--- config.mk ---
export PLATFORM = sky130hd
export DESIGN_NAME = burst_seq
export DESIGN_NICKNAME = d
export VERILOG_FILES = /design/src/rtl/burst_seq_pkg.sv /design/src/rtl/burst_seq_ctrl.sv /design/src/rtl/burst_seq_dp.sv /design/src/rtl/burst_seq.sv
export SDC_FILE = /design/constraint.sdc
export NUM_CORES = 1
export LEC_CHECK = 0
export BUFFER_PORTS_ARGS = -buffer_cell sky130_fd_sc_hd__buf_2
export CORE_AREA = 5 5 137 139
export DETAILED_ROUTE_END_ITERATION = 16
export DIE_AREA = 0 0 142 144
export GPL_TIMING_DRIVEN = 0
export PLACE_DENSITY = 0.78
export RECOVER_POWER = 100
export SLEW_MARGIN = 20
export SYNTH_ARGS = -nofsm -noshare
export SYNTH_HDL_FRONTEND = slang
export SYNTH_SLANG_ARGS = --single-unit
--- constraint.sdc ---
create_clock -name clk -period 10.14 [get_ports clk]
set_clock_uncertainty 0.2 [all_clocks]
set_input_delay 1.014 -clock clk [delete_from_list [all_inputs] [get_ports clk]]
set_output_delay 1.014 -clock clk [all_outputs]
set_load 0.02 [all_outputs]
--- src/rtl/burst_seq_pkg.sv ---
package burst_seq_pkg;
  typedef enum logic [1:0] {
    BURST_FIXED = 2'd0,
    BURST_INCR  = 2'd1,
    BURST_WRAP  = 2'd2
  } burst_e;

  typedef struct packed {
    logic load;
    logic step;
  } seqCtrl_t;
endpackage

--- src/rtl/burst_seq_ctrl.sv ---
module burst_seq_ctrl
  import burst_seq_pkg::*;
(
  input  logic     clk,
  input  logic     rstN,
  input  logic     reqValid,
  input  logic     beatReady,
  input  logic     lastBeat,
  output logic     reqReady,
  output logic     beatValid,
  output seqCtrl_t ctrl
);
  logic busyR;

  assign reqReady  = !busyR;
  assign beatValid = busyR;
  assign ctrl.load = reqValid && !busyR;
  assign ctrl.step = busyR && beatReady;

  always_ff @(posedge clk) begin
    if (!rstN)                       busyR <= 1'b0;
    else if (ctrl.load)              busyR <= 1'b1;
    else if (ctrl.step && lastBeat)  busyR <= 1'b0;
  end


  accept_to_beat_chk: assert property (@(posedge clk) disable iff (!rstN)
    (reqValid && reqReady) |=> beatValid);


  last_to_idle_chk: assert property (@(posedge clk) disable iff (!rstN)
    (beatValid && beatReady && lastBeat) |=> (!beatValid && reqReady));
endmodule

--- src/rtl/burst_seq_dp.sv ---
module burst_seq_dp
  import burst_seq_pkg::*;
#(
  parameter int ADDR_W    = 32,
  parameter int LEN_W     = 8,
  parameter int SIZE_W    = 3,
  parameter int BUS_BYTES = 8,
  parameter int PAGE_BITS = 12
) (
  input  logic                 clk,
  input  logic                 rstN,
  input  seqCtrl_t             ctrl,
  input  logic [ADDR_W-1:0]    reqAddr,
  input  logic [LEN_W-1:0]     reqLen,
  input  logic [SIZE_W-1:0]    reqSize,
  input  logic [1:0]           reqBurst,
  output logic [ADDR_W-1:0]    beatAddr,
  output logic [BUS_BYTES-1:0] beatStrb,
  output logic                 lastBeat,
  output logic                 errPage,
  output logic                 errWrap
);
  localparam int LANE_W = (BUS_BYTES > 1) ? $clog2(BUS_BYTES) : 1;

  logic [ADDR_W-1:0] startR;
  logic [LEN_W-1:0]  lenR, idxR;
  logic [SIZE_W-1:0] sizeR;
  logic [1:0]        burstR;
  logic              errPageR, errWrapR;

  // Legality of the incoming request
  logic [ADDR_W-1:0] inSizeBytes, inEnd;
  logic              inLenPow2, pageBad, wrapBad;
  always_comb begin
    inSizeBytes = ADDR_W'(1) << reqSize;
    inEnd       = reqAddr + (ADDR_W'(reqLen) << reqSize);
    inLenPow2   = (reqLen == LEN_W'(1)) || (reqLen == LEN_W'(3)) ||
                  (reqLen == LEN_W'(7)) || (reqLen == LEN_W'(15));
    pageBad     = (reqBurst == BURST_INCR) &&
                  (inEnd[ADDR_W-1:PAGE_BITS] != reqAddr[ADDR_W-1:PAGE_BITS]);
    wrapBad     = (reqBurst == BURST_WRAP) &&
                  (((reqAddr & (inSizeBytes - ADDR_W'(1))) != '0) || !inLenPow2);
  end

  always_ff @(posedge clk) begin
    if (!rstN) begin
      startR   <= '0;
      lenR     <= '0;
      idxR     <= '0;
      sizeR    <= '0;
      burstR   <= '0;
      errPageR <= 1'b0;
      errWrapR <= 1'b0;
    end else if (ctrl.load) begin
      startR   <= reqAddr;
      lenR     <= reqLen;
      idxR     <= '0;
      sizeR    <= reqSize;
      burstR   <= reqBurst;
      errPageR <= pageBad;
      errWrapR <= wrapBad;
    end else if (ctrl.step) begin
      idxR     <= idxR + LEN_W'(1);
    end
  end

  // Beat address
  logic [ADDR_W-1:0] sizeBytes, offs, incrAddr, wrapTotal, wrapMask, wrapAddr;
  always_comb begin
    sizeBytes = ADDR_W'(1) << sizeR;
    offs      = ADDR_W'(idxR) << sizeR;
    incrAddr  = (idxR == '0) ? startR
                             : (startR & ~(sizeBytes - ADDR_W'(1))) + offs;
    wrapTotal = (ADDR_W'(lenR) + ADDR_W'(1)) << sizeR;
    wrapMask  = wrapTotal - ADDR_W'(1);
    wrapAddr  = (startR & ~wrapMask) | ((startR + offs) & wrapMask);
    case (burstR)
      BURST_FIXED: beatAddr = startR;
      BURST_WRAP:  beatAddr = errWrapR ? incrAddr : wrapAddr;
      default:     beatAddr = incrAddr;
    endcase
  end

  // Lane mask: the aligned container holding the address lane, cut below it
  logic [LANE_W-1:0] lane;
  always_comb begin
    lane = beatAddr[LANE_W-1:0];
    for (int i = 0; i < BUS_BYTES; i++) begin
      beatStrb[i] = (i >= int'(lane)) && ((i >> sizeR) == (int'(lane) >> sizeR));
    end
  end

  assign lastBeat = (idxR == lenR);
  assign errPage  = errPageR;
  assign errWrap  = errWrapR;


  incr_align_chk: assert property (@(posedge clk) disable iff (!rstN)
    (burstR == BURST_INCR && idxR != '0) |-> ((beatAddr & (sizeBytes - ADDR_W'(1))) == '0));
endmodule

--- src/rtl/burst_seq.sv ---
module burst_seq
  import burst_seq_pkg::*;
#(
  parameter int ADDR_W    = 32,
  parameter int LEN_W     = 8,
  parameter int SIZE_W    = 3,
  parameter int BUS_BYTES = 8,
  parameter int PAGE_BITS = 12
) (
  input  logic                 clk,
  input  logic                 rstN,
  input  logic                 reqValid,
  output logic                 reqReady,
  input  logic [ADDR_W-1:0]    reqAddr,
  input  logic [LEN_W-1:0]     reqLen,
  input  logic [SIZE_W-1:0]    reqSize,
  input  logic [1:0]           reqBurst,
  output logic                 beatValid,
  input  logic                 beatReady,
  output logic [ADDR_W-1:0]    beatAddr,
  output logic [BUS_BYTES-1:0] beatStrb,
  output logic                 beatLast,
  output logic                 errPage,
  output logic                 errWrap
);
  seqCtrl_t ctrl;
  logic     lastBeat;

  burst_seq_ctrl ctrl_i (
    .clk(clk), .rstN(rstN), .reqValid(reqValid), .beatReady(beatReady),
    .lastBeat(lastBeat), .reqReady(reqReady), .beatValid(beatValid), .ctrl(ctrl)
  );

  burst_seq_dp #(
    .ADDR_W(ADDR_W), .LEN_W(LEN_W), .SIZE_W(SIZE_W),
    .BUS_BYTES(BUS_BYTES), .PAGE_BITS(PAGE_BITS)
  ) dp_i (
    .clk(clk), .rstN(rstN), .ctrl(ctrl), .reqAddr(reqAddr), .reqLen(reqLen),
    .reqSize(reqSize), .reqBurst(reqBurst), .beatAddr(beatAddr),
    .beatStrb(beatStrb), .lastBeat(lastBeat), .errPage(errPage), .errWrap(errWrap)
  );

  assign beatLast = lastBeat && beatValid;


  hold_beat_chk: assert property (@(posedge clk) disable iff (!rstN)
    (beatValid && !beatReady) |=> ($stable(beatAddr) && $stable(beatStrb) && $stable(beatLast)));


  err_steady_chk: assert property (@(posedge clk) disable iff (!rstN)
    (beatValid && $past(beatValid)) |-> ($stable(errPage) && $stable(errWrap)));
endmodule

### After elaboration in Yosys (flattened, before gate mapping)

Index checks and enable logic that the tools add are counted.

* flip-flop bits (word level): 56
* latch bits: 0
* RAM bits: 0
* ROM bits: 0
* logic and storage cells: 91
* memories: 0

* add/sub/neg operators: 8
* $mul: 0
* div/mod/pow operators: 0
* magnitude comparators: 7
* equality and inequality tests: 17
* shifts and indexed selects: 14
* muxes and demuxes: 5
* bitwise gates (word level): 8
* reductions and logical operators: 24

Operator list (number)
* equality test 32 bit: 8
* bitwise AND 32 bit: 4
* right shift 3 x 3 -> 32 bit, first input constant: 4
* adder 32 bit: 3
* subtractor 32 x 1 -> 32 bit, second input constant: 3
* 2-to-1 mux 32 bit: 2
* inverter 32 bit: 2
* case mux 32 bit (2 select lines): 1
* left shift 1 x 3 -> 32 bit, first input constant: 2
* left shift 8 x 3 -> 32 bit: 2
* right shift 1 x 3 -> 32 bit, first input constant: 2
* right shift 2 x 3 -> 32 bit, first input constant: 2
* OR 32 bit: 1
* nonzero test 32 bit: 1
* left shift 32 x 3 -> 32 bit: 1
* right shift 3 x 3 -> 32 bit: 1
* inequality test 20 bit: 1
* logical AND 1 bit: 13
* adder 8 x 1 -> 9 bit, second input constant: 1
* >= comparator 3 bit, first input constant: 3
* adder 8 x 1 -> 8 bit, second input constant: 1
* equality test 8 x 1 -> 1 bit, second input constant: 1
* equality test 8 x 2 -> 1 bit, second input constant: 1
* equality test 8 x 3 -> 1 bit, second input constant: 1
* 14 further kinds: 22

### Logic depth before layout (Yosys ltp)

Gate-level depths: netlist of the first run.

* word-level depth: 11
* mapped depth: 22
* depth with buffers taken out: 19

### Modules after synthesis

From an unflattened synthesis of the first run, not the netlist that was laid out.

* cells, all modules: 1145
* area total of the unflattened synthesis: 8257.9 sq um

By module, submodules not included
* burst_seq_dp: times used 1, cells an instance 1138, area each 8196.6 sq um
* burst_seq_ctrl: times used 1, cells an instance 6, area each 55.1 sq um
* burst_seq: times used 1, cells an instance 1, area each 6.3 sq um

### Worst setup path after synthesis of the first run

Ideal clock, no wire load.

* path type: register -> output
* start point: reg dp_i.sizeR[0]
* end point: out beatAddr[22]
* data arrival time: 4.734 ns
* setup slack: 4.192 ns
* cell stages (with the launch flop): 20
* cell sequence: dfxtp_1 -> inv_1 -> clkbuf_1 -> ha_1 -> or2_2 -> clkbuf_1 -> a211oi_1 -> ha_1 -> and2_1 -> ha_1 -> o21ai_0 -> a2111o_1 -> o22ai_1 -> a311o_1 -> nand2_1 -> or4b_1 -> nor2_1 -> mux2i_1 -> a211o_1 -> o21ai_1

* longest elaborated chain between the ends: 8
* elaborated cells on any way between the ends: 16
* classes of those cells: 4 x add/sub; 3 x shift; 3 x mux; 6 x bitwise

Ends and longest elaborated chain
* from (decl): RTL line burst_seq_dp.sv:27 `logic [SIZE_W-1:0] sizeR;`
* from (signal assigned): RTL line burst_seq_dp.sv:58 `sizeR <= reqSize;`
* left shift 1 x 3 -> 32 bit: RTL line burst_seq_dp.sv:70 `sizeBytes = ADDR_W'(1) << sizeR;`
* subtractor 32 x 1 -> 32 bit: RTL line burst_seq_dp.sv:73 `: (startR & ~(sizeBytes - ADDR_W'(1))) + offs;`
* inverter 32 bit: RTL line burst_seq_dp.sv:73
* bitwise AND 32 bit: RTL line burst_seq_dp.sv:73
* adder 32 bit: RTL line burst_seq_dp.sv:73
* 2-to-1 mux 32 bit: RTL line burst_seq_dp.sv:72 `incrAddr = (idxR == '0) ? startR`
* 2-to-1 mux 32 bit: RTL line burst_seq_dp.sv:79 `BURST_WRAP: beatAddr = errWrapR ? incrAddr : wrapAddr;`
* case mux 32 bit (2 select lines) (*): RTL line burst_seq_dp.sv:77 `case (burstR)`
* to (decl): RTL line burst_seq.sv:20 `output logic [ADDR_W-1:0] beatAddr,`

Every way passes the cells marked *; elsewhere a longest branch is shown, timed or not.

### Worst setup path in the final report of the first run

* start point: reg dp_i.sizeR[1]
* end point: out beatAddr[19]

Same word-level chain as after synthesis.

==> results.env, run 1 <==
RUN_STATUS='completed'
GPL.FINAL_WEIGHTED_CONGESTION=0.983
DRT_PASS1_ITERATIONS=6
HOLD_DEPTH=2
CP_DATA_ARRIVAL_TIME_NS=7.00
YS_DOMINANT_REG_CELL='dfxtp_1'
CLOCK.FMAX_MHz=122
TIMING.REG2REG.WORST_PATH_DEPTH=6
IO_BUFFERS=90
SYNTHDISTINCTLIBCELLS=104
CRITPATHLAUNCHTYPE='flop'
CLOCK_TREE.BUFFER_DEPTH=2
ROWS=49
POST-ROUTE-DRC-COUNT=0
SYN-INSTANCE-COUNT=1217
CRITICAL_PATH_CLASS='reg -> out'
CP_DATA_REQUIRED_TIME_NS=8.93
CRITICAL_PATH.ENDPOINT_TYPE='primary output'
CORE_UM2=17500
N_ANTENNA_CELL=0
NUMBER_OF_GLOBAL_ROUTE_VIAS_BEFORE_REPAIR=8866
POST_CTS_BUFFERS=0
GRT_ANTENNA_BEFORE_REPAIR=0
WORST_SLEW_PIN_SLEW_NS=1.12
FLOORPLAN.DIE_AREA_UM2=20400
FINALPOWER_uW=815
TIMING.FINAL.CRIT_PERIOD_NS=8.21
POWER-PER-CELL-AREA_nW_PER_UM2=86.8
CLK_LATENCY_NS=0.30
CTS_REPAIR_RESIZE_COUNT=0
SYNTH.YOSYS.SEQ_AREA_SHARE_PCT=13.1
SYNTHARSTFLOPSHARE_PCT=0
SYNTH.LARGEST_AREA_CELL='dfxtp_1'
IOS=94
DETAIL_ROUTE.VIAS_PER_CELL=6.23
POST-SYNTH-TOP-AREA-FRACTION_PCT=13.1
DRT-INITIAL-DRC-COUNT=972
MAX-SLEW-MARGIN-REL_PCT=24.3
LAYOUT-AREA-OVERHEAD-VS-SYNTH_PCT=9.39
FIN_WS_NS=1.93
GRT-OVFL-TOTAL=0
SYN_AVG_CELL_AREA_UM2=7.05
CLOCK_SINKS=56
FINALHOLDVIOLCOUNT=0
MAXIMUM_FANOUT_ALONG_THE_WORST_PATH=10
NUMBER_OF_ENDPOINTS_FAILING_SETUP_AT_THE_FINAL_STAGE=0
GRT_USE_TOTAL_PCT=27.9
YS_SEQ_ELEMENTS=56
SYNTH.AREA.TOP_CELLS='dfxtp_1 (13%), nand2_1 (9.5%), ha_1 (8.3%)'
EDFF_COUNT_SYNTH=0
DESIGN.FINAL.NETS=1422
SYNTHESIS.AREA_UM2=8580
YOSYS_WARNINGS=0
STARTING_UTILIZATION_OF_THE_CORE_AREA_PCT=48.9
CTS_MADE_BUFFERS=5
MAXSLEWVIOLCOUNT=0
FINAL_COMMON_CELL='nand2_1'
SETUP_REPAIR_AFTER_GLOBAL_ROUTING_MISSED_ITS_MARGIN='false'
CTSHTREEMAXLEVEL=2
FP.DIEH_UM=144
LAYOUT_WORST_PATH_CYCLE_SHARE_PCT=81.0
HOLD_BUFFERS=0
PIN_COUNT_OF_THE_BIGGEST_NET_ENTERING_GLOBAL_ROUTING=21
VDD_IR_DROP_MAX_mV=0.0794
SYNTHESIS.NETS=1325
CTS_TREE='built'
NUMBER_OF_NETS_WITH_ANTENNA_VIOLATIONS_AFTER_DETAILED_ROUTING=0
MOST-COMMON-LAYOUT-CELLS='nand2_1 (216), clkbuf_1 (108), nor2_1 (85), o21ai_0 (77), a21oi_1 (74)'
PRECTSSETUPSLACK_NS=2.97
HPWLAFTERDP_UM=23500
POWER_LEAKAGE_nW=3.63
WL_UM=29200
SETUP_TNS_NS=0
GRT_PASS1_WL_UM=46200
CLK_PIN_SLEW_NS=0.08
ROUTED-VIA-COUNT=9624
ROUTEDWLPERCELL_UM=18.9
CELL_AT_THE_ROOT_OF_THE_CLOCK_TREE='clkbuf_16'
HOLD_PATH.CLASS='reg -> reg'
DRIVE_GT1_SHARE_PCT=10.2
DIE_W_UM=142
MAX_CAP_VIOLATIONS=0
## critical path, stage by stage (launching register included)
cell and delay (ns):
dfxtp_1 0.58, clkbuf_1 0.50, clkbuf_1 0.45, clkbuf_1 0.43, clkbuf_1 0.56, mux2i_1 0.30
o21ai_0 0.15, and2_0 0.25, ha_1 0.40, o21ai_0 0.12, nor2_1 0.28, o2111ai_1 0.23
o31ai_1 0.50, a311oi_1 0.34, and4bb_1 0.35, clkbuf_1 0.36, nand2_1 0.17, o21bai_1 0.21
a221oi_2 0.28, clkbuf_1 0.26
## through the flow
stage / std cells / hold slack (ns) / cell area [um^2] / util (%)
3_5_place_dp: 1536 / 0.293 / 9320 / 53.1
3_3_place_gp: 1536 / 0.281 / 9320 / 53.1
2_1_floorplan: 1217 / 0.261 / 8580 / -
5_1_grt: 1544 / 0.348 / 9380 / 53.5
6_report: 1544 / 0.312 / 9380 / 53.5
4_1_cts: 1544 / 0.306 / 9470 / 54.0
## worst paths after layout
check / slack (ns) / to / start
max reg2reg: 7.03 / dp_i.sizeR[1] / dp_i.sizeR[1]
min: 0.31 / dp_i.errPage / dp_i.errPage
min reg2reg: 0.31 / dp_i.errPage / dp_i.errPage
max: 1.93 / beatAddr[19] / dp_i.sizeR[1]
## cell type report
cell class	count	area (um^2)
Fill cell	1791	8150
Multi-Input combinational cell	1055	6930
Clock buffer	5	125
Buffer	85	422
Inverter	21	78.8
Timing Repair Buffer	90	397
Sequential cell	56	1120
Clock inverter	3	28.8
Tap cell	229	287
## synth_stat cells, types with 7 or more instances
master,number
and3_1,19
nor2_1,85
o31ai_1,11
o211ai_1,20
nand2b_1,13
a21boi_0,52
nor4_1,8
nand2_1,216
buf_1,7
clkbuf_1,58
or2_2,8
clkbuf_8,9
inv_1,20
o22ai_1,13
and2_1,17
o21ai_0,77
nor3_1,16
nand4_1,14
o21a_1,15
a21o_1,23
xnor2_1,32
xor2_1,29
a211oi_1,19
dfxtp_1,56
mux2i_1,25
or3_1,8
mux2_2,15
nand3_1,44
ha_1,57
a21oi_1,74
nor2b_1,15
## power by group
group / total [mW] / internal (mW) / switching (mW)
registers: 0.250 / 0.231 / 0.0191
logic: 0.378 / 0.137 / 0.242
clock network: 0.186 / 0.0955 / 0.0905
total: 0.815 / 0.464 / 0.351
## sequential cells by signal (all words and copies together), names as in the netlist
| signal | count |
|---|---|
| ctrl_i.beatValid | 1 |
| dp_i.burstR | 2 |
| dp_i.errPage | 1 |
| dp_i.errWrap | 1 |
| dp_i.idxR | 8 |
| dp_i.lenR | 8 |
| dp_i.sizeR | 3 |
| dp_i.startR | 32 |
## cell families after synthesis
logic type,after synthesis,synth area share (%)
compound gates,390,31.6
xor+xnor,61,6.23
fa+ha+maj,59,8.78
buf+inv,106,6.20
flops,56,13.1
mux,41,5.06
simple gates,504,29.0
## layer usage
metal,track usage (%),routed length [um],vias up
met3,3.21,2580,85
met4,12.0,1310,0
li1,-,-,4640
met2,44.7,12900,511
met5,0,0,-
met1,37.9,12400,4388
No activity file was read; power rests on OpenSTA's default activity.
==> run 2, diff against run 1 <==
PLACE_DENSITY = 0.81   (was 0.78)
clock period = 7.05 ns   (was 10.14 ns; I/O delays follow)
==> run 2 against run 1 <==
- sequential power up 44%
- combinational power increased by 46%
- worst setup slack got worse by 1.7 ns
- largest power group unchanged
==> results.env, run 2 (synthesis gave the netlist of run 1 again) <==
HPWLAFTERDP_UM=23500
REGMOSTFLOPS='dp_i.startR'
ROUTEDWLPERCELL_UM=18.8
ROWS=49
TIMING.FINAL.CRIT_PERIOD_NS=6.77
REGTOREGSTARTPOINT='dp_i.sizeR[0]'
PLACE_INST=1536
SETUP.REG_TO_REG.WORST_SLACK_NS=4.70
CLOCK.FMAX_MHz=148
POWER-PER-CELL-AREA_nW_PER_UM2=124
STDCELL_COUNT=1547
CLOCK_TREE.BUFFER_DEPTH=2
GRT_ANTENNA_BEFORE_REPAIR=0
LARGEST_REG_FLOPS=32
PIN_COUNT_OF_THE_BIGGEST_NET_ENTERING_GLOBAL_ROUTING=20
MOST-COMMON-LAYOUT-CELLS='nand2_1 (216), clkbuf_1 (97), nor2_1 (85), o21ai_0 (76), a21oi_1 (74)'
GRT-OVFL-TOTAL=0
CTS_MADE_BUFFERS=5
WORST_SLEW_PIN_SLEW_NS=0.844
STARTING_UTILIZATION_OF_THE_CORE_AREA_PCT=48.9
MAXIMUM_FANOUT_ALONG_THE_WORST_PATH=10
IO_BUFFERS=90
MAX-SLEW-MARGIN-REL_PCT=43.2
RUN_STATUS='completed'
CP_DATA_ARRIVAL_TIME_NS=5.87
NUMBER_OF_ENDPOINTS_FAILING_SETUP_AT_THE_FINAL_STAGE=0
NUMBER_OF_NETS_WITH_ANTENNA_VIOLATIONS_AFTER_DETAILED_ROUTING=0
GRT_PASS1_WL_UM=46300
FIN_UTIL_PCT=54.0
SETUP_TNS_NS=0
NUMBER_OF_GLOBAL_ROUTE_VIAS_BEFORE_REPAIR=8990
CLK_PIN_SLEW_NS=0.08
FLOORPLAN.DIE_AREA_UM2=20400
CP_DATA_REQUIRED_TIME_NS=6.14
WL_UM=29200
FINALHOLDVIOLCOUNT=0
CRITPATHLAUNCHTYPE='flop'
MAX_CAP_VIOLATIONS=0
HOLD_PATH.STARTPOINT='dp_i.errPage'
CP-STARTPOINT='dp_i.sizeR[2]'
POWER_LEAKAGE_nW=3.69
CRITICAL_PATH.ENDPOINT_TYPE='primary output'
DETAIL_ROUTE.VIAS_PER_CELL=6.31
CTSHTREEMAXLEVEL=2
CLK_LATENCY_NS=0.30
GRT_USE_TOTAL_PCT=27.7
CELL_AT_THE_ROOT_OF_THE_CLOCK_TREE='clkbuf_16'
FINAL_COMMON_CELL='nand2_1'
REGISTERS_WITH_THE_MOST_FLIP_FLOPS='dp_i.startR: 32 flops, dp_i.idxR: 8 flops, dp_i.lenR: 8 flops'
GPL.FINAL_WEIGHTED_CONGESTION=0.972
MAXSLEWVIOLCOUNT=0
DRT_PASS1_ITERATIONS=6
DIE_W_UM=142
CTS_TREE='built'
CORE_UM2=17500
LAYOUT-AREA-OVERHEAD-VS-SYNTH_PCT=10.4
VDD_IR_DROP_MAX_mV=0.0924
DESIGN.FINAL.NETS=1425
DRT-INITIAL-DRC-COUNT=1039
LAYOUT_WORST_PATH_CYCLE_SHARE_PCT=96.0
CLOCK_SINKS=56
N_ANTENNA_CELL=0
FP.DIEH_UM=144
DRIVE_GT1_SHARE_PCT=11.6
POST-ROUTE-DRC-COUNT=0
HOLD_BUFFERS=0
SETUP_REPAIR_AFTER_GLOBAL_ROUTING_MISSED_ITS_MARGIN='false'
CRITICAL_PATH_CLASS='reg -> out'
ROUTED-VIA-COUNT=9767
IOS=94
HOLD_PATH.CLASS='reg -> reg'
## run 2: worst max-delay path: stages (launching register included)
cell and delay, ns:
dfxtp_1 0.32, clkbuf_8 0.16, clkbuf_8 0.17, clkbuf_1 0.38, clkbuf_2 0.38, clkbuf_1 0.41, nand2_1 0.11, ha_1 0.33
and2_1 0.17, ha_1 0.32, o21ai_0 0.10, a2111o_1 0.41, o22ai_1 0.35, a311o_1 0.26, nand2_1 0.11, or4b_1 0.57
nor2_1 0.23, mux2i_1 0.11, a211o_1 0.30, o21ai_1 0.18, buf_2 0.20
## run 2: worst paths after layout
path | end | depth (start not counted)
worst max-delay path | beatAddr[22] | 20
worst min-delay path | dp_i.errPage | 2
worst max register to register | dp_i.sizeR[0] | 6
worst min register to register | dp_i.errPage | 2
## run 2: timing repair
item / in CTS / in global routing
endpoints found under the setup margin: 4 / 13
pin swaps: 0 / 0
gates resized for setup: 2 / 5
gates cloned: 0 / 0
setup buffers: 0 / 6
## run 2: through the flow
step	setup WS [ns]	power [mW]	hold WS (ns)	cell area, um^2
after floorplan	1.41	0.746	0.261	8580
after global placement	0.277	0.900	0.283	9320
after detailed placement	0.242	0.906	0.279	9320
after CTS	0.0343	1.17	0.292	9470
after global routing	0.00268	1.24	0.320	9470
final	0.279	1.17	0.291	9470
## run 2: where the power goes
group	total [mW]	leakage (nW)	switching (mW)	internal [mW]
clock	0.261	0.0708	0.127	0.135
sequential	0.361	0.459	0.0280	0.333
combinational	0.550	3.16	0.349	0.201
## run 2: cell type report
cell class	count	area, um^2
inverters	21	82.6
multi-input cells	1055	6940
plain buffers	82	443
clock buffers	5	125
clock inverters	3	25.0
well taps	229	287
fillers	1818	8070
flip-flops and latches	56	1120
repair buffers	96	445
## run 2: routing by layer
layer | vias to the layer above | global-route usage, % | routed length (um)
li1 | 4642 | - | -
met1 | 4496 | 37.2 | 12200
met2 | 522 | 44.3 | 12800
met3 | 107 | 3.14 | 2640
met4 | 0 | 13.2 | 1440
met5 | - | 0 | 0
==> run 3, diff against run 2 <==
ABC_AREA = 1   (was default)
CORE_AREA = 5 5 138 140   (was 5 5 137 139)
DIE_AREA = 0 0 143 145   (was 0 0 142 144)
PLACE_DENSITY = 0.8   (was 0.81)
==> run 3 against run 2 <==
- sequential power is 3% higher
- via count is 12% higher
- clock power is 7% higher
- count of clock-buffer cells in the layout stayed put
- worst setup slack better by 0.34 ns
- hold slack worse by 0.023 ns
- wire length is 11% higher
- global-route usage is 2.6 points higher
==> results.env, run 3 <==
PLACE_INST=1853
EDFF_COUNT_SYNTH=0
ROWS=49
LARGEST_REG_FLOPS=32
VDD_IR_DROP_MAX_mV=0.0950
NETLIST_TOP_CELLS_COUNT='nand2_1 (385), inv_1 (176), o21ai_0 (155)'
REGISTERS_WITH_THE_MOST_FLIP_FLOPS='dp_i.startR: 32 flops, dp_i.idxR: 8 flops, dp_i.lenR: 8 flops'
SYNTH.LARGEST_AREA_CELL='nand2_1'
CTS_TREE='built'
DESIGN.FINAL.NETS=1739
LAYOUT_WORST_PATH_CYCLE_SHARE_PCT=91.3
SYNTHESIS.NETS=1640
CRITICAL_PATH.ENDPOINT_TYPE='primary output'
MAXSLEWVIOLCOUNT=0
SLOWEST_STAGE='clkbuf_1'
CTSHTREEMAXLEVEL=2
FINALHOLDVIOLCOUNT=0
CELL_AT_THE_ROOT_OF_THE_CLOCK_TREE='clkbuf_16'
POWER_LEAKAGE_nW=4.54
ROUTEDWLPERCELL_UM=17.4
POWER-PER-CELL-AREA_nW_PER_UM2=146
IOS=94
RUN_STATUS='completed'
CPPEAKSTAGEDELAY_NS=0.45
PRECTSSETUPSLACK_NS=1.35
DIE_W_UM=143
SYN_AVG_CELL_AREA_UM2=5.60
WL_UM=32300
GRT_USE_TOTAL_PCT=30.2
IO_BUFFERS=92
CP_DATA_ARRIVAL_TIME_NS=5.53
CLOCK.FMAX_MHz=155
HPWLAFTERDP_UM=26700
YOSYS.CELL_COUNT.TOP_TYPE='nand2_1'
DRT-INITIAL-DRC-COUNT=1200
FINAL_COMMON_CELL='nand2_1'
POST_CTS_BUFFERS=0
SETUP_REPAIR_AFTER_GLOBAL_ROUTING_MISSED_ITS_MARGIN='false'
WORST_SLEW_PIN_SLEW_NS=1.14
STARTING_UTILIZATION_OF_THE_CORE_AREA_PCT=48.5
YOSYS_WARNINGS=0
MAXIMUM_FANOUT_ALONG_THE_WORST_PATH=11
CLK_LATENCY_NS=0.31
CTS_MADE_BUFFERS=5
MAX-SLEW-MARGIN-REL_PCT=23.9
PIN_COUNT_OF_THE_BIGGEST_NET_ENTERING_GLOBAL_ROUTING=20
REGMOSTFLOPS='dp_i.startR'
NUMBER_OF_ENDPOINTS_FAILING_SETUP_AT_THE_FINAL_STAGE=0
GRT-OVFL-TOTAL=0
LAYOUT-AREA-OVERHEAD-VS-SYNTH_PCT=9.88
FLOORPLAN.DIE_AREA_UM2=20700
DRT_PASS1_ITERATIONS=6
CP_DATA_REQUIRED_TIME_NS=6.14
FP.DIEH_UM=145
POST-SYNTH-TOP-AREA-FRACTION_PCT=16.8
SYN-INSTANCE-COUNT=1532
GRT_ANTENNA_BEFORE_REPAIR=0
MOST-COMMON-LAYOUT-CELLS='nand2_1 (387), inv_1 (176), o21ai_0 (157), nor2_1 (150), nand3_1 (139)'
N_ANTENNA_CELL=0
CPLARGESTDELAYFAMILY='simple AND/OR/NAND/NOR gates'
YS_DOMINANT_REG_CELL='dfxtp_1'
CRIT_BUF_INV=9
YS_SEQ_ELEMENTS=56
SYNTHDISTINCTLIBCELLS=49
SETUP_TNS_NS=0
POST-ROUTE-DRC-COUNT=0
NUMBER_OF_NETS_WITH_ANTENNA_VIOLATIONS_AFTER_DETAILED_ROUTING=0
CLOCK_SINKS=56
DRIVE_GT1_SHARE_PCT=7.17
CRITICAL_PATH_CLASS='reg -> out'
MAX_CAP_VIOLATIONS=0
CLK_PIN_SLEW_NS=0.08
GPL.FINAL_WEIGHTED_CONGESTION=1.09
CORE_UM2=17700
SYNTHESIS.AREA_UM2=8590
HOLD_PATH.CLASS='reg -> reg'
ROUTED-VIA-COUNT=10900
STDCELL_COUNT=1861
HOLD_BUFFERS=0
SYNTH.AREA.TOP_CELLS='nand2_1 (17%), dfxtp_1 (13%), o21ai_0 (9.0%)'
SYNTHARSTFLOPSHARE_PCT=0
GRT_PASS1_WL_UM=50900
TIMING.CRITICAL_PATH.MODE_CELL='nand2_1'
CTS_REPAIR_RESIZE_COUNT=0
DETAIL_ROUTE.VIAS_PER_CELL=5.86
TIMING.FINAL.CRIT_PERIOD_NS=6.43
NUMBER_OF_GLOBAL_ROUTE_VIAS_BEFORE_REPAIR=10000
FIN_WS_NS=0.616
SYNTH.YOSYS.SEQ_AREA_SHARE_PCT=13.1
CRITPATHLAUNCHTYPE='flop'
CLOCK_TREE.BUFFER_DEPTH=2
==> run 3: kinds of logic (layout without fill, tap and decap cells) <==
| group | Yosys count | after routing | synth area share (%) |
|---|---|---|---|
| AOI/OAI and AO/OA | 349 | 349 | 21.9 |
| xor gates and xnor gates | 55 | 55 | 5.61 |
| adders and majority gates | 59 | 59 | 8.77 |
| buffers and inverters | 236 | 336 | 10.6 |
| DFF | 56 | 56 | 13.1 |
| muxes | 10 | 10 | 1.17 |
| and+or+nand+nor | 767 | 767 | 38.9 |
==> run 3: path summary, 6_finish.rpt <==
kind | start | endpoint | slack (ns) | depth (start not counted)
setup reg to reg | ctrl_i.beatValid | dp_i.burstR[0] | 4.65 | 6
setup / recovery | dp_i.sizeR[1] | beatAddr[27] | 0.62 | 29
hold / removal | dp_i.errPage | dp_i.errPage | 0.27 | 2
hold reg to reg | dp_i.errPage | dp_i.errPage | 0.27 | 2
==> run 3: worst register-to-register path, cell delays in order, from the launching register on <==
cell	delay (ns)
dfxtp_1	0.39
inv_1	0.09
nand2_1	0.22
clkinv_1	0.32
nor2_1	0.54
inv_1	0.31
o21ai_0	0.24
==> run 3: metal layers <==
layer	part of all wire (%)	track usage, %
met3	11	3.92
met2	43	47.5
met1	42	42.3
met4	3.8	10.6
met5	0	0
==> run 3: area by class of cell <==
cell class	instances	area (um^2)
fill	1871	8280
multi-input combinational	1240	6550
sequential	56	1120
inverter	187	702
timing repair buffer	92	415
tap	229	287
buffer	49	208
clock buffer	5	125
clock inverter	3	27.5
==> run 3: power by group <==
group | internal, mW | leakage (nW) | switching, mW
sequential | 0.338 | 0.462 | 0.0327
clock | 0.136 | 0.0719 | 0.142
combinational | 0.226 | 4.01 | 0.503
total | 0.701 | 4.54 | 0.678
==> run 3: stage by stage <==
step           total power, mW  utilization (%)  cell area, um^2  hold slack (ns)
2_1_floorplan            0.884                -             8590            0.269
3_3_place_gp              1.08             52.7             9330            0.256
3_5_place_dp              1.09             52.7             9330            0.251
4_1_cts                   1.36             53.5             9490            0.265
5_1_grt                   1.47             53.2             9430            0.281
6_report                  1.38             53.2             9430            0.267
